**src/rtl/dbank_pkg.sv**
```systemverilog
package dbank_pkg;

  typedef enum logic [1:0] {
    OP_NONE = 2'b00,
    OP_ACT  = 2'b01,
    OP_PRE  = 2'b10,
    OP_COL  = 2'b11
  } dbank_op_e;

  typedef enum logic [1:0] {
    RSP_NONE     = 2'b00,
    RSP_GRANT    = 2'b01,
    RSP_CONFLICT = 2'b10,
    RSP_ERROR    = 2'b11
  } dbank_rsp_e;

endpackage

```
**src/rtl/dbank_rules.sv**
```systemverilog
module dbank_rules
  import dbank_pkg::*;
#(
  parameter int NUM_BANKS = 16,
  localparam int BANK_W = $clog2(NUM_BANKS)
) (
  input  logic                 accept,
  input  dbank_op_e            op,
  input  logic [BANK_W-1:0]    bank,
  input  logic [NUM_BANKS-1:0] open_vec,
  output dbank_rsp_e           rsp,
  output logic [NUM_BANKS-1:0] set_vec,
  output logic [NUM_BANKS-1:0] clr_vec,
  output logic                 col_fire
);

  logic [NUM_BANKS-1:0] sel;
  logic [NUM_BANKS-1:0] lock;
  logic                 tgt_open;
  logic                 tgt_lock;

  // one-hot bank select and per-bank neighbour lock; edges have one neighbour
  for (genvar i = 0; i < NUM_BANKS; i++) begin : g_bank
    assign sel[i] = (bank == BANK_W'(i));
    if (i == 0) begin : g_low
      assign lock[i] = open_vec[1];
    end else if (i == NUM_BANKS - 1) begin : g_high
      assign lock[i] = open_vec[NUM_BANKS-2];
    end else begin : g_mid
      assign lock[i] = open_vec[i-1] | open_vec[i+1];
    end
  end

  assign tgt_open = |(sel & open_vec);
  assign tgt_lock = |(sel & lock);

  always_comb begin
    rsp      = RSP_NONE;
    set_vec  = '0;
    clr_vec  = '0;
    col_fire = 1'b0;
    if (accept) begin
      unique case (op)
        OP_ACT: begin
          if (tgt_open) begin
            rsp = RSP_ERROR;
          end else if (tgt_lock) begin
            rsp = RSP_CONFLICT;
          end else begin
            rsp     = RSP_GRANT;
            set_vec = sel;
          end
        end
        OP_PRE: begin
          if (tgt_open) begin
            rsp     = RSP_GRANT;
            clr_vec = sel;
          end else begin
            rsp = RSP_ERROR;
          end
        end
        OP_COL: begin
          if (tgt_open) begin
            rsp      = RSP_GRANT;
            col_fire = 1'b1;
          end else begin
            rsp = RSP_ERROR;
          end
        end
        default: rsp = RSP_ERROR;
      endcase
    end
  end

endmodule

```
**src/rtl/dbank_state.sv**
```systemverilog
module dbank_state #(
  parameter int NUM_BANKS = 16
) (
  input  logic                 clk,
  input  logic                 rst_n,
  input  logic [NUM_BANKS-1:0] set_vec,
  input  logic [NUM_BANKS-1:0] clr_vec,
  output logic [NUM_BANKS-1:0] open_vec
);

  logic [NUM_BANKS-1:0] open_q;
  logic [NUM_BANKS-1:0] open_d;
  logic [NUM_BANKS-1:0] open_en;

  for (genvar i = 0; i < NUM_BANKS; i++) begin : g_flop
    assign open_en[i] = set_vec[i] | clr_vec[i];
    assign open_d[i]  = set_vec[i];

    always_ff @(posedge clk or negedge rst_n) begin
      if (!rst_n) begin
        open_q[i] <= 1'b0;
      end else if (open_en[i]) begin
        open_q[i] <= open_d[i];
      end
    end
  end

  assign open_vec = open_q;

  AST_NO_ADJ_OPEN: assert property (@(posedge clk) disable iff (!rst_n)
    (open_q & (open_q >> 1)) == '0);

  AST_SET_CLOSED_ONLY: assert property (@(posedge clk) disable iff (!rst_n)
    (set_vec & open_q) == '0);

  AST_CLR_OPEN_ONLY: assert property (@(posedge clk) disable iff (!rst_n)
    (clr_vec & ~open_q) == '0);

  AST_ONE_UPDATE: assert property (@(posedge clk) disable iff (!rst_n)
    $onehot0(set_vec | clr_vec));

endmodule

```
**src/rtl/dbank_colsel.sv**
```systemverilog
module dbank_colsel #(
  parameter int NUM_BANKS = 16,
  localparam int BANK_W = $clog2(NUM_BANKS),
  localparam int LINES  = NUM_BANKS + 1
) (
  input  logic              clk,
  input  logic              rst_n,
  input  logic              fire,
  input  logic [BANK_W-1:0] bank,
  output logic [LINES-1:0]  col_en
);

  logic [LINES-1:0] col_d;
  logic [LINES-1:0] col_q;

  // line k borders bank k-1 (below) and bank k (above)
  for (genvar k = 0; k < LINES; k++) begin : g_line
    if (k == 0) begin : g_first
      assign col_d[k] = fire && (bank == BANK_W'(0));
    end else if (k == LINES - 1) begin : g_last
      assign col_d[k] = fire && (bank == BANK_W'(k-1));
    end else begin : g_inner
      assign col_d[k] = fire && ((bank == BANK_W'(k)) || (bank == BANK_W'(k-1)));
    end
  end

  always_ff @(posedge clk or negedge rst_n) begin
    if (!rst_n) begin
      col_q <= '0;
    end else begin
      col_q <= col_d;
    end
  end

  assign col_en = col_q;

  AST_COL_PAIR: assert property (@(posedge clk) disable iff (!rst_n)
    (|col_q) |-> ($countones(col_q) == 2));

  AST_COL_ADJACENT: assert property (@(posedge clk) disable iff (!rst_n)
    (|col_q) |-> ((col_q & (col_q >> 1)) != '0));

endmodule

```
**src/rtl/dbank_arbiter.sv**
```systemverilog
module dbank_arbiter
  import dbank_pkg::*;
#(
  parameter int NUM_BANKS = 16,
  localparam int BANK_W = $clog2(NUM_BANKS)
) (
  input  logic                 clk,
  input  logic                 rst_n,
  input  logic                 req_valid,
  output logic                 req_ready,
  input  logic [1:0]           req_op,
  input  logic [BANK_W-1:0]    req_bank,
  output logic                 rsp_grant,
  output logic                 rsp_conflict,
  output logic                 rsp_error,
  output logic [NUM_BANKS-1:0] bank_open,
  output logic [NUM_BANKS:0]   col_en
);

  logic                 ready_q;
  logic                 accept;
  dbank_rsp_e           rsp_d;
  dbank_rsp_e           rsp_q;
  logic [NUM_BANKS-1:0] set_vec;
  logic [NUM_BANKS-1:0] clr_vec;
  logic                 col_fire;
  logic [NUM_BANKS-1:0] open_vec;

  assign accept = req_valid && ready_q;

  dbank_rules #(.NUM_BANKS(NUM_BANKS)) i_rules (
    .accept   (accept),
    .op       (dbank_op_e'(req_op)),
    .bank     (req_bank),
    .open_vec (open_vec),
    .rsp      (rsp_d),
    .set_vec  (set_vec),
    .clr_vec  (clr_vec),
    .col_fire (col_fire)
  );

  dbank_state #(.NUM_BANKS(NUM_BANKS)) i_state (
    .clk      (clk),
    .rst_n    (rst_n),
    .set_vec  (set_vec),
    .clr_vec  (clr_vec),
    .open_vec (open_vec)
  );

  dbank_colsel #(.NUM_BANKS(NUM_BANKS)) i_colsel (
    .clk    (clk),
    .rst_n  (rst_n),
    .fire   (col_fire),
    .bank   (req_bank),
    .col_en (col_en)
  );

  always_ff @(posedge clk or negedge rst_n) begin
    if (!rst_n) begin
      ready_q <= 1'b0;
      rsp_q   <= RSP_NONE;
    end else begin
      ready_q <= 1'b1;
      rsp_q   <= rsp_d;
    end
  end

  assign req_ready    = ready_q;
  assign bank_open    = open_vec;
  assign rsp_grant    = (rsp_q == RSP_GRANT);
  assign rsp_conflict = (rsp_q == RSP_CONFLICT);
  assign rsp_error    = (rsp_q == RSP_ERROR);

  AST_ONE_FLAG: assert property (@(posedge clk) disable iff (!rst_n)
    $onehot0({rsp_grant, rsp_conflict, rsp_error}));

  AST_NO_REQ_NO_RSP: assert property (@(posedge clk) disable iff (!rst_n)
    !$past(req_valid && req_ready) |-> !(rsp_grant || rsp_conflict || rsp_error));

  AST_OPEN_NEEDS_GRANT: assert property (@(posedge clk) disable iff (!rst_n)
    ((bank_open & ~$past(bank_open)) != '0) |-> rsp_grant);

  AST_CONFLICT_KEEPS: assert property (@(posedge clk) disable iff (!rst_n)
    rsp_conflict |-> $stable(bank_open));

  AST_ERROR_KEEPS: assert property (@(posedge clk) disable iff (!rst_n)
    rsp_error |-> $stable(bank_open));

  AST_COL_WITH_GRANT: assert property (@(posedge clk) disable iff (!rst_n)
    (|col_en) |-> (rsp_grant && $stable(bank_open)));

endmodule

```
**config.mk**
```make
export PLATFORM = sky130hd
export DESIGN_NAME = dbank_arbiter
export DESIGN_NICKNAME = d
export VERILOG_FILES = /design/src/rtl/dbank_pkg.sv /design/src/rtl/dbank_rules.sv /design/src/rtl/dbank_state.sv /design/src/rtl/dbank_colsel.sv /design/src/rtl/dbank_arbiter.sv
export SDC_FILE = /design/constraint.sdc
export NUM_CORES = 1
export LEC_CHECK = 0
export BUFFER_PORTS_ARGS = -buffer_cell sky130_fd_sc_hd__buf_2
export CORE_MARGIN = 5
export CORE_UTILIZATION = 30
export CTS_CLUSTER_SIZE = 25
export DETAILED_ROUTE_END_ITERATION = 16
export PLACE_DENSITY = 0.46
export SETUP_SLACK_MARGIN = 0.05
export SLEW_MARGIN = 20
export SYNTH_ARGS = -nofsm -noshare
export SYNTH_HDL_FRONTEND = slang
export SYNTH_SLANG_ARGS = --single-unit
```
**constraint.sdc**
```tcl
create_clock -name clk -period 2.03 [get_ports clk]
set_input_delay 0.203 -clock clk [delete_from_list [all_inputs] [get_ports clk]]
set_output_delay 0.203 -clock clk [all_outputs]
set_load 0.02 [all_outputs]
```
# Word-level counts from Yosys, hierarchy flattened
# Index checks and enable logic that the tools add are counted.
# op_classes
addsub,0
multipliers,0
div,0
magnitude_cmp,0
n_eq_ne,21
shift,0
n_mux,15
bitwise,32
n_reduce_logical,37
# op_table
op,n
16-bit two-way mux,7
16-bit bitwise AND,2
"4-bit equality test, second input constant",8
16-bit OR reduction,2
1-bit bitwise OR,30
1-bit logical AND,18
"4-bit by 3-bit equality test with 1-bit output, second input constant",4
1-bit logical OR,15
"2-bit equality test, second input constant",4
"4-bit by 2-bit equality test with 1-bit output, second input constant",2
2-bit two-way mux,4
"2-bit by 1-bit equality test with 1-bit output, second input constant",2
"4-bit by 1-bit equality test with 1-bit output, second input constant",1
4-bit zero test,1
2-bit case mux with 2 select lines,1
1-bit two-way mux,3
2-bit OR reduction,1
# word_totals
regBits,36
latch_bits,0
ramBits,0
mem_bits_ro,0
out_inout_bits,37
mem_count,0

# Logic depth before layout (Yosys ltp)
# Gate-level depths: netlist (run 1).
# depth
depth_word,8
ltp_mapped,10
mapped_depth_nobuf,6

# Modules after synthesis
# From an unflattened synthesis (run 1), not the netlist that was laid out.
# hier_totals
hier_cells,228
area_unflattened_um2,2099.5
# by_module_without_submodules
module,n_inst,cells_per_inst,area_each_um2
dbank_rules,1,123,803.3
dbank_colsel,1,49,608.1
dbank_state,1,48,580.6
dbank_arbiter,1,8,107.6

# Worst setup path before layout (run 1)
# Ideal clock, no wire load.
# synth_path
path_kind,input to register
from,input req_bank[1]
to,register i_state.open_q[6] (netlist: i_state.open_vec[6])
arrival_time_ps,1654
slack_ps,250
cell_stages,6
n_path_buf,1
path_cell_list,buf_2 or4b_2 o32ai_1 or4_1 nor3_1 o2bb2a_1
# synth_between
elab_chain_cells,8
word_cells_on_any_way,28
# synth_lines
element,line_no,rtl
start: declaration,dbank_arbiter.sv:12,"input logic [BANK_W-1:0] req_bank,"
4-bit by 1-bit equality test with 1-bit output (tied with other cells),dbank_rules.sv:24,assign sel[i] = (bank == BANK_W'(i));
16-bit bitwise AND,dbank_rules.sv:35,assign tgt_lock = |(sel & lock);
16-bit OR reduction,dbank_rules.sv:35,
16-bit two-way mux,dbank_rules.sv:47,end else if (tgt_lock) begin
16-bit two-way mux,dbank_rules.sv:45,if (tgt_open) begin
16-bit two-way mux,dbank_rules.sv:43,unique case (op)
16-bit two-way mux,dbank_rules.sv:42,if (accept) begin
1-bit bitwise OR,dbank_state.sv:16,assign open_en[i] = set_vec[i] | clr_vec[i];
end signal: indexed assignment,dbank_state.sv:23,open_q[i] <= open_d[i];
end: declaration,dbank_state.sv:11,logic [NUM_BANKS-1:0] open_q;
# Several ways; a longest one is shown, not always the timed one.
# A chain may end at the register's enable or synchronous reset.

# Final worst setup path (run 1)
# layout_path
from,register i_state.open_q[6] (netlist: i_state.open_vec[6])
to,register i_colsel.col_q[16] (netlist: i_colsel.col_en[16])
# layout_between
elab_chain_cells,6
# layout_lines
element,line_no,rtl
16-bit bitwise AND,dbank_rules.sv:34,assign tgt_open = |(sel & open_vec);
16-bit OR reduction,dbank_rules.sv:34,
1-bit two-way mux,dbank_rules.sv:63,if (tgt_open) begin
1-bit two-way mux,dbank_rules.sv:43,
1-bit two-way mux,dbank_rules.sv:42,
1-bit logical AND,dbank_colsel.sv:21,assign col_d[k] = fire && (bank == BANK_W'(k-1));
named net i_colsel.col_d[16],dbank_colsel.sv:13,logic [LINES-1:0] col_d;
end signal: assignment,dbank_colsel.sv:31,col_q <= col_d;
end: declaration,dbank_colsel.sv:14,logic [LINES-1:0] col_q;
# The timed path passes the listed nets, and every way through them passes these cells.

==> results summary, run 1 <==
The run finished, with violations left. The checks that failed: negative setup slack. The worst setup margin came out at -9.941 ps. The post-detailed-route count of antenna-violating nets is 0. The internal portion of the total power is between 1000 and 1500 uW. For this run, the register share of the synthesized area comes to 43.72%. Yosys printed 0 warnings. The final clock period utilization by the worst path is 100.5%. The number of flip-flops and latches in the synthesized netlist came out at 36. The clock skew is 4.366 ps. Counting tap cells, the placed design contains a total of 395 instances. The sum of net half-perimeters after detailed placement came out at 5.472 mm. The post-layout instance count excluding filler cells is 407.

For this run the aggregate overflow at the end of global routing stands at 0. The die outline width came out at roughly 93 um. In this run the worst hold path is classified as primary input to asynchronous set/reset pin.

The minimum setup slack among reg-to-reg paths is -10 ps. The clock share of power is 25.1%. The number of nets handed over by synthesis was around 240. The per-cell via count in the routed design is 5.388. For this run, the post-layout net count is 335. The DRC violation count after routing came out at 0. The die covers 8627 um2. The share of total power in combinational logic is 35.8%. The most used flip-flop cell after synthesis is dfrtp_1.

The total number of vias is between 2000 and 2500. The slew at the pin closest to its max-slew limit came out at 830.6 ps. Of the cells placed in the final design, the portion with a size suffix greater than 1 is 43.43%. The number of endpoints with negative hold slack in the final report is 0. After floorplanning, the core was divided into 30 placement rows.

The type of the setup path with the least slack is flop to flop. The effective utilization at floorplan is 30.50%. The number of antenna violations at the first check in global routing came out at 0. Summed over all nets, the switching power comes to 804.7 uW. Max-cap violations in this run came to 0.

The area overhead of the layout relative to synthesis came out at 43.17%. The power density relative to cell area is 742.3 nW/um2. The mean post-synth cell area is 9.038 um2.

The proportion of register bits with asynchronous set or reset after synthesis came out at 100.0%. TritonCTS built the clock tree. The tree is rooted in a clkbuf_8.

The minimum period implied by the final worst setup slack came out at 2040 ps. Setup repair after global routing could not meet its margin everywhere. After floorplanning, the core was sized to cover around 6800 um2. The first global-routing pass estimated 11.60 mm of wire.

The total routing usage reported by global routing came out at 17.58%. Clock latency on the worst-skew pair, taken at its later pin, is 290 ps. The wire length after detailed routing came out at 7.345 mm. The number of different library cells used by synthesis comes to just over 50. The sequential share of power is 39.2%. Headroom to the max-slew limit came out at 44.63%. The number of antenna diodes in the final layout is 0. The number of sinks handled by clock tree synthesis is 36. The via count of the first global-routing pass came out at 2170. The routed length per instance came out at 18.05 um. STA puts the critical path data required time at approximately 2200 ps. The power consumption came out at 2190 uW. The die extent in y is between 90 and 100 um. The worst setup path is launched from a flop. After technology mapping, the gate count stands at ~230.

The clock edge transition at the registers on the reported setup and hold paths is approximately 80 ps. The global placer's final weighted congestion is approximately 0.92. The DRC marker count from the first detailed-route iteration is 107. The total of fill cells in the finished design came out at ~700. The signal arrival time at the worst endpoint is 2220 ps. Of the total power, the share spent switching nets is between 30% and 40%.

The number of buffers added to fix hold violations after cts is 0. The total standard cell area after synthesis came out at 2061 um2. Setup violations remaining at the end of the flow were counted as 2. The pin count of the biggest net entering global routing is 37. For this run, the detailed router's first-pass iteration total came to 4. TritonCTS created 5 clock buffers. For this design the static power due to leakage is 0.001425 uW. The number of buffers inserted by port buffering came out at between 40 and 50. The deepest clock path buffer count is 2. The worst setup path is captured at a flop. The worst-case vdd ir drop came out at 0.2488 mV.

The largest driver fanout on the critical path came out at 4. Static timing analysis puts the maximum clock frequency at 490.2 MHz. The count of boundary I/O pins came out at 46. The number of pins exceeding their max-slew limit in the final report is 0. The H-tree was split into 2 levels. Yosys mapped a number of flops with a built-in enable equal to 0.
==> logic make-up (layout without fill, tap and decap cells) <==
| logic type | count (synthesis) | after routing | synth area share (%) |
|---|---|---|---|
| simple gates | 105 | 105 | 29.33 |
| compound gates | 66 | 66 | 20.70 |
| flops | 36 | 36 | 43.72 |
| buf+inv | 18 | 117 | 5.100 |
| mux | 2 | 2 | 0.9715 |
| other cells | 1 | 1 | 0.1820 |
==> cell usage after synthesis (2+ instances only) <==
| cell | count | area (um2) |
|---|---|---|
| dfrtp_1 | 36 | 900.9 |
| nand2_1 | 26 | 97.59 |
| a21oi_1 | 25 | 125.1 |
| nor2_1 | 16 | 60.06 |
| nor3_1 | 14 | 70.07 |
| nand2b_1 | 10 | 62.56 |
| o21ai_0 | 9 | 45.04 |
| a31oi_1 | 8 | 50.05 |
| buf_2 | 8 | 40.04 |
| nor2b_1 | 7 | 43.79 |
| o31ai_1 | 6 | 45.04 |
| o211ai_1 | 5 | 37.54 |
| nand3_1 | 4 | 20.02 |
| and3_1 | 3 | 18.77 |
| buf_4 | 3 | 22.52 |
| nor3b_1 | 3 | 22.52 |
| o211a_1 | 3 | 30.03 |
| and2_1 | 2 | 12.51 |
| buf_1 | 2 | 7.510 |
| buf_6 | 2 | 22.52 |
| mux2i_1 | 2 | 20.02 |
| nand4b_1 | 2 | 17.52 |
| o22ai_1 | 2 | 12.51 |
| o32ai_1 | 2 | 17.52 |
| or2_2 | 2 | 12.51 |
==> flip-flops by register name (all words and copies together) (netlist names) <==
signal            flops
i_state.open_vec     16
req_ready             1
i_colsel.col_en      17
rsp_q                 2
==> metal layers <==
metal	GRT usage, %	part of all wire [%]	wire length [um]	vias up
li1	-	-	-	1034
met1	23.17	45	3285	1071
met2	28.25	47	3437	75
met3	3.249	5.8	429	13
met4	7.204	2.6	193	0
met5	0	0	0	-
==> layout by cell type (no fill, tap or decap), types with 3 or more instances in the layout <==
| cell type | netlist | final |
|---|---|---|
| nand3_1 | 4 | 4 |
| a21oi_2 | 0 | 7 |
| dfrtp_1 | 36 | 36 |
| o211ai_1 | 5 | 5 |
| nand2b_1 | 10 | 9 |
| o211a_1 | 3 | 3 |
| a21oi_1 | 25 | 18 |
| nor2_1 | 16 | 15 |
| a31oi_1 | 8 | 8 |
| buf_2 | 8 | 45 |
| o31ai_1 | 6 | 6 |
| nor3b_1 | 3 | 3 |
| buf_4 | 3 | 57 |
| nor3_1 | 14 | 12 |
| buf_6 | 2 | 6 |
| nor3_2 | 1 | 3 |
| nor2b_1 | 7 | 6 |
| clkbuf_8 | 0 | 6 |
| o21ai_0 | 9 | 9 |
| nand2_1 | 26 | 26 |
==> path summary, 6_finish.rpt <==
| kind | start | endpoint | depth (start not counted) |
|---|---|---|---|
| min | rst_n | i_colsel.col_en[6]$_DFF_PN0_ | 1 |
| max reg2reg | i_state.open_vec[6]$_DFFE_PN0P_ | i_colsel.col_en[16]$_DFF_PN0_ | 8 |
| min in group clk | req_op[1] | rsp_q[1]$_DFF_PN0_ | 2 |
| max in group asynchronous | rst_n | i_state.open_vec[0]$_DFFE_PN0P_ | 1 |
| min reg2reg | req_ready$_DFF_PN0_ | rsp_q[0]$_DFF_PN0_ | 1 |
| max | i_state.open_vec[6]$_DFFE_PN0P_ | i_colsel.col_en[16]$_DFF_PN0_ | 8 |
==> power by group through the flow <==
stage | Sequential [uW] | Combinational, uW | Clock [uW]
floorplan | 954 | 278 | 0
global placement | 870 | 724 | 0
detailed placement | 867 | 722 | 0
CTS | 856 | 764 | 567
global route | 869 | 849 | 602
finish | 858 | 784 | 549
==> layout make-up <==
type / count / area, um2 / share of cell area, %
multi-input combinational: 174 / 1131 / 38.34
clock buffer: 7 / 86.33 / 2.926
timing repair buffer: 108 / 720.7 / 24.43
clock inverter: 1 / 7.507 / 0.2545
tap: 80 / 100.1 / 3.393
inverter: 1 / 3.754 / 0.1272
sequential: 36 / 900.9 / 30.53
==> critical path, stage by stage, from the launching register on <==
cell and delay [ps]:
dfrtp_1 410, mux2i_2 230, o211ai_1 120, a222oi_1 340, o2111ai_1 220, buf_4 200
nor2b_4 130, buf_6 130, and3_4 150
==> metrics by stage <==
stage,worst slack [ps],util [%],hold WS (ps),instance area [um2],setup TNS (ps)
after floorplan,249.8,-,-92.59,2061,0
after global placement,-221.3,40.37,349.2,2728,-1989
after detailed placement,-191.1,40.37,356.3,2728,-1868
after CTS,-4.789,42.80,40.85,2892,-8.344
after global routing,-0.1112,43.67,78.79,2950,-0.1112
final,-9.941,43.67,9.977,2950,-18.03
==> repair_timing <==
action,4_1_cts,5_1_grt
gates cloned,0,1
endpoints found under the setup margin,5,31
buffers inserted,3,1
resized for setup,14,11
pin swaps,4,6
Note: power is estimated with default switching activity, not from simulation.
==> run 2: changes to the inputs <==
- BUFFER_PORTS_ARGS: -buffer_cell sky130_fd_sc_hd__buf_2 -> -buffer_cell sky130_fd_sc_hd__clkbuf_2
- SETUP_SLACK_MARGIN: 0.05 -> unset
==> run 2 against run 1 <==
Against the previous run: the flow now finishes without violations; critical path depth down 1; non-clock buffer count shrank 7; largest cell class unchanged; routed wire length fell by 4.2%; first-iteration DRC count is 56% higher; via count is 0.87% lower; final cell count is 1.7% lower.
==> results summary, run 2 (same netlist as run 1, synthesis figures left out) <==
The normalized max-slew margin came out at 64.67% (+20 points). The minimum period implied by the final worst setup slack is 1992 ps (-48.42 ps). The met1 layer usage reported by global route came to 20.87% (-2.3 points). The clock edge transition at the registers on the reported setup and hold paths came out at 80 ps (about the same). The die outline width came out at 92.88 um (unchanged). CTS placed an instance of clkbuf_8 at the clock tree root. The via count of the first global-routing pass was 2133 (-1.7%).

The cell row count is 30 (unchanged). The reg-to-reg critical path startpoint is i_state.open_vec[2]$_DFFE_PN0P_. The DRC violation count after routing came out at 0 (unchanged). The switching power is 779.0 uW (-3.2%). The routed length per instance was 17.59 um (-2.5%). The clock skew came out at 10.24 ps (+5.876 ps). The highest-utilization routing layer at the global route stage is met2.

The count of H-tree levels built during CTS came out at 2 (unchanged). The count of boundary I/O pins came out at 46 (unchanged). The power density relative to cell area is 770.4 nW/um2 (+3.8%). The effective utilization at floorplan came to 30.50% (unchanged).

The signal arrival time at the worst endpoint came out at 2200 ps (-20 ps). The clock latency at the later pin of the worst-skew pair came out at 300 ps (about the same). The share of layout cells above drive strength 1 is 38.75% (-4.7 points). The leakage power of the design came out at 0.001393 uW (-2.3%).

The worst setup slack before clock tree synthesis came out at -113.1 ps (+77.96 ps). The post-detailed-route count of antenna-violating nets is 0 (unchanged). The number of inserted diodes was 0 (unchanged). The largest driver fanout on the critical path came to 4 (unchanged). The pin count of the biggest net entering global routing is 21 (-43%). The clock share of power came to 28.3% (+3.2 points). The slew at the pin closest to its max-slew limit came out at 528.0 ps (-302.6 ps). The startpoint identified for the worst hold timing path is req_op[1]. STA classifies the critical path endpoint as a flop. Setup repair after global routing left no endpoint under its margin. The total number of vias is 2174 (-0.87%). The required time reported for the critical path endpoint is 2230 ps (+20 ps).

The switching share of total power came to 34.73% (-2.0 points). The top achievable clock speed is 502.1 MHz (+2.4%). The global placer's final weighted congestion is 0.8759 (-4.6%). Leaving out fill and tap cells, the most frequent cell in the layout is buf_4. The DRC marker count from the first detailed-route iteration is 167 (+56%). The critical path starts at i_state.open_vec[2]$_DFFE_PN0P_.

The worst setup margin is 38.47 ps (+48.42 ps). The share of total power in combinational logic came out at 32.7% (-3.1 points). The met2 global-route usage was 27.83% (-0.42 points). The total of fill cells in the finished design came out at 695 (-0.86%). The post-layout net count is 328 (-2.1%). The area of combinational cells with multiple inputs came out at 1085 um2 (-4.1%). The sum of net half-perimeters after detailed placement is 5.378 mm (-1.7%). The sequential share of power is 39.0% (-0.2 points).

The final clock period utilization by the worst path was 98.10% (-2.4 points). The internal power contribution was 1464 uW (+5.7%). The count of max-cap constraint violations came out at 0 (unchanged). The area of the die is 8627 um2 (unchanged). The number of pins exceeding their max-slew limit in the final report came out at 0 (unchanged). The number of buffers created by CTS is 5 (unchanged). The per-cell via count in the routed design is 5.435 (+0.87%).

The flow ran to the end, and the final reports show no timing, DRC or antenna violations. The deepest clock path buffer count is 2 (unchanged). In the layout the commonest cells are buf_4, clkbuf_2, dfrtp_1, nand2_1, a21oi_1.

The worst hold slack after final layout is 114.2 ps (+104.3 ps). The power consumption is 2243 uW (+2.4%). The type of element launching the critical path is a flop. The total global routing overflow is 0 (unchanged). The total routing usage reported by global routing is 16.64% (-0.93 points).

The TritonCTS clock tree is yes. The count of TritonRoute iterations in the first routing pass is 4 (unchanged). The kind of path behind the tightest hold check is primary input to flop. The number of sinks handled by clock tree synthesis is 36 (unchanged).

The flip-flop count of the largest register, all copies and words added was 17 (unchanged). The worst-case vdd ir drop came out at 0.3406 mV (+37%). The wire length of the first global-routing pass is 11.00 mm (-5.2%).

The die extent in y was 92.88 um (unchanged). The number of buffers inserted by port buffering is 45 (unchanged). Along the worst hold path, the cell count comes to 2. The storage element area is 902.1 um2 (+0.14%). The met3 track utilization from global routing was 2.843% (-0.41 points). The wire length after detailed routing is 7.037 mm (-4.2%). The number of antenna violations at the first check in global routing came out at 0 (unchanged). The area overhead of the layout relative to synthesis came out at 41.29%. The critical path is of the flop to flop type.

The core box area is 6756 um2 (unchanged). The final count of negative-setup-slack endpoints is 0 (-2). The worst reg-to-reg path cell count came out at 7 (-1). The number of endpoints with negative hold slack in the final report came to 0 (unchanged).
## run 2: cell types whose count changed in the layout (fill, tap and decap cells not counted), sizes merged
cell         previous run  this run
dlygate4sd3             0         1
clkbuf                  7        51
clkinvlp                1         0
buf                   108        55
bufinv                  0         1
clkinv                  0         1
## run 2: power by group through the flow
stage          clock network [uW]  registers (uW)  logic [uW]
6_report                      635             875         733
5_1_grt                       671             881         797
3_5_place_dp                    0             882         682
4_1_cts                       653             871         701
3_3_place_gp                    0             885         682
2_1_floorplan                   0             954         278
## run 2: final cells by class
| type | instances | area share [%] |
|---|---|---|
| Clock inverter | 2 | 1.203 |
| Inverter | 1 | 0.1289 |
| Timing Repair Buffer | 101 | 24.50 |
| Tap cell | 80 | 3.438 |
| Sequential cell | 36 | 30.98 |
| Clock buffer | 6 | 2.492 |
| Multi-Input combinational cell | 174 | 37.26 |
## run 2: path summary, 6_finish.rpt
kind / to / slack [ps]
worst max-delay path: i_state.open_vec[3]$_DFFE_PN0P_ / 40
worst min register to register: rsp_q[0]$_DFF_PN0_ / 560
worst min-delay path: rsp_q[1]$_DFF_PN0_ / 110
min in group asynchronous: i_state.open_vec[8]$_DFFE_PN0P_ / 400
worst max register to register: i_state.open_vec[3]$_DFFE_PN0P_ / 40
max in group asynchronous: i_state.open_vec[11]$_DFFE_PN0P_ / 1140
## run 2: critical path, cell delays in order (launching register included)
cell and delay [ps]:
dfrtp_1 420, mux2i_2 220, o211ai_1 110, a222oi_1 370, o2111ai_2 280, buf_4 220, buf_4 140, a21oi_1 160
## run 2: routing by layer
layer | part of all wire (%) | wire (um) | up-vias
li1 | - | - | 1019
met1 | 43 | 3032 | 1033
met2 | 48 | 3377 | 105
met3 | 6.0 | 422 | 17
met4 | 2.9 | 204 | 0
met5 | 0 | 0 | -
## run 2: repair_timing
| action | in CTS | in global routing |
|---|---|---|
| pin swaps | 2 | 2 |
| hold buffers | 1 | 0 |
| gates resized for setup | 3 | 10 |
| endpoints found under the setup margin | 5 | 18 |
| setup buffers | 1 | 2 |
| cloned | 0 | 1 |
| hold endpoints to repair | 16 | 0 |
## run 2: per-stage QoR
stage               instance area (um2)  utilization, %  setup TNS [ps]  std cells
floorplan                          2061               -               0        228
global placement                   2705           40.04           -1651        387
detailed placement                 2705           40.04           -1417        387
CTS                                2844           42.09          -1.795        397
global route                       2912           43.09               0        400
finish                             2912           43.09               0        400
==> run 3: changes to the inputs <==
- CELL_PAD_IN_SITES_DETAIL_PLACEMENT: unset -> 1
- CELL_PAD_IN_SITES_GLOBAL_PLACEMENT: unset -> 2
- PLACE_DENSITY: 0.46 -> 0.71
==> run 3 against run 2 <==
Against the previous run: hold slack better by 6.1 ps; largest power group unchanged; maximum frequency rose by 2.6%; routed wire length up 3.1%; via count is 2.8% lower; sequential power up 2%; register-to-register slack better by 50 ps; clock skew fell by 2.6 ps; final area shrank 5.1%; critical endpoint is now rsp_q[0]$_DFF_PN0_; count of clock-buffer cells in the layout down 1.
==> results summary, run 3 (same netlist as run 1, synthesis figures left out) <==
The flow ran to the end, and the final reports show no timing, DRC or antenna violations. The count of max-cap constraint violations came out at 0 (unchanged). The type of element launching the critical path is a flop. Compared with the post-synthesis result, the final layout area differs by 34.12%. The number of inserted diodes is 0 (unchanged). The count of TritonRoute iterations in the first routing pass came out at 5 (+1).

The sum of net half-perimeters after detailed placement is 5.654 mm (+5.1%). The post-route core utilization is 40.91% (-2.2 points). The startpoint of the most critical hold path is req_op[1]. Setup repair after global routing left no endpoint under its margin. The count of boundary I/O pins is 46 (unchanged).

The type of the setup path with the least slack is flop to flop. The share of layout cells above drive strength 1 came to 36.22% (-2.5 points). The post-CTS setup buffer count is 0 (-1). The number of pins exceeding their max-slew limit in the final report came out at 0 (unchanged). The tree is rooted in a clkbuf_8.

The power consumption came out at 2045 uW (-8.8%). The cell depth of the worst hold path was 2 (unchanged). The clock latency at the later pin of the worst-skew pair is 290 ps (about the same).

The per-cell via count in the routed design came out at 5.393 (-0.78%). The number of sinks handled by clock tree synthesis came out at 36 (unchanged). The top achievable clock speed came to 515.3 MHz (+2.6%).

The wire length after detailed routing is 7.255 mm (+3.1%). The clock edge transition at the registers on the reported setup and hold paths came out at 80 ps (about the same). The minimum period implied by the final worst setup slack was 1940 ps (-51.09 ps). The flip-flop count of the largest register, all copies and words added is 17 (unchanged). The worst hold path terminates at rsp_q[1]$_DFF_PN0_. The die extent in y came to 92.88 um (unchanged). The clock skew came out at 7.682 ps (-2.560 ps). The number of antenna violations at the first check in global routing was 0 (unchanged). TritonCTS built the clock tree.

The worst register-to-register path begins at i_state.open_vec[10]$_DFFE_PN0P_. The power density relative to cell area was 739.8 nW/um2 (-4.0%). The leakage power of the design is 0.001323 uW (-5.0%).

The global placer's final weighted congestion was 0.8987 (+2.6%). STA classifies the critical path endpoint as a flop. The post-detailed-route count of antenna-violating nets came out at 0 (unchanged). The DRC marker count from the first detailed-route iteration is 126 (-25%). The effective utilization at floorplan came to 30.50% (unchanged). The signal arrival time at the worst endpoint is 2120 ps (-80 ps). The minimum setup slack among reg-to-reg paths came to 90 ps (+50 ps).

The core box area is 6756 um2 (unchanged). The min-delay analysis places its worst path in the category primary input to flop. The routed length per instance is 18.51 um (+5.2%).

The post-layout net count came out at 320 (-2.4%). The pin count of the biggest net entering global routing came out at 37 (+76%). The top cell types in the final layout, fill and taps aside, are clkbuf_2, buf_4, dfrtp_1, nand2_1, a21oi_1. The largest driver fanout on the critical path is 11 (+7).

The DRC violation count after routing came out at 0 (unchanged). The wire length of the first global-routing pass came out at 11.70 mm (+6.3%). The worst reg-to-reg path cell count is 7 (unchanged). The cell row count came out at 30 (unchanged). The required time reported for the critical path endpoint is 2210 ps (-20 ps). The final count of negative-setup-slack endpoints came out at 0 (unchanged). The total global routing overflow is 0 (unchanged). The number of endpoints with negative hold slack in the final report is 0 (unchanged). The number of buffers created by CTS is 5 (unchanged). The worst hold slack after final layout came out at 120.3 ps (+6.067 ps).

The deepest clock path buffer count was 2 (unchanged). The die outline width is 92.88 um (unchanged). The via count of the first global-routing pass came out at 2162 (+1.4%). The total routing usage reported by global routing is 17.65% (+1.0 points). The number of buffers inserted by port buffering came to 45 (unchanged). The total number of vias came out at 2114 (-2.8%). The count of H-tree levels built during CTS is 2 (unchanged). In this run the critical register-to-register path is captured at rsp_q[0]$_DFF_PN0_. The area of the die came to 8627 um2 (unchanged). The final clock period utilization by the worst path is 95.59% (-2.5 points). The worst-case vdd ir drop is 0.2694 mV (-21%).
-- run 3: worst max-delay path by stage --
stage / from / to / slack [ps]
finish: i_state.open_vec[10]$_DFFE_PN0P_ / rsp_q[0]$_DFF_PN0_ / 90
global route: i_state.open_vec[7]$_DFFE_PN0P_ / i_state.open_vec[8]$_DFFE_PN0P_ / 4
CTS: i_state.open_vec[12]$_DFFE_PN0P_ / rsp_q[0]$_DFF_PN0_ / 40
detailed placement: req_bank[1] / i_state.open_vec[10]$_DFFE_PN0P_ / -40
global placement: req_bank[1] / rsp_q[0]$_DFF_PN0_ / 8
floorplan: req_bank[1] / i_state.open_vec[6]$_DFFE_PN0P_ / 250
-- run 3: critical path, stage by stage, from the launching register on --
cell and delay (ps):
dfrtp_1 470, nand3_1 110, o21ai_0 90, a222oi_1 310, o2111ai_1 180, buf_4 190
buf_4 180, o311a_1 280
-- run 3: power breakdown --
part,internal [uW],leakage (uW),switching [uW]
sequential,785,0.000493,104
clock,239,0.0000479,269
combinational,260,0.000781,387
-- run 3: layout make-up --
class | instances | area [um2]
multi-input cells | 174 | 1057
fillers | 815 | 3993
flip-flops and latches | 36 | 902.1
clock inverters | 3 | 18.77
repair buffers | 93 | 613.1
well taps | 80 | 100.1
inverters | 1 | 3.754
clock buffers | 5 | 68.82
-- run 3: through the flow --
step / instances / setup WS, ps / cell area, um2 / TNS (ps)
CTS: 392 / 35.69 / 2760 / 0
floorplan: 228 / 249.8 / 2061 / 0
global route: 392 / 4.156 / 2764 / 0
global placement: 383 / 8.439 / 2663 / 0
finish: 392 / 89.56 / 2764 / 0
detailed placement: 383 / -37.67 / 2663 / -86.69
-- run 3: timing repair --
item                                    CTS  global route
endpoints found under the setup margin    0            12
hold buffers                              1             0
hold endpoints to repair                 36             0
gates resized for setup                   0             2
-- run 3: layer usage --
layer / up-vias / wire length [um] / global-route usage (%) / part of all wire [%]
met5: - / 0 / 0 / 0
met4: 0 / 55 / 4.151 / 0.76
met3: 5 / 261 / 2.762 / 3.6
met2: 57 / 3490 / 29.27 / 48
met1: 1051 / 3448 / 24.08 / 48
li1: 1001 / - / - / -
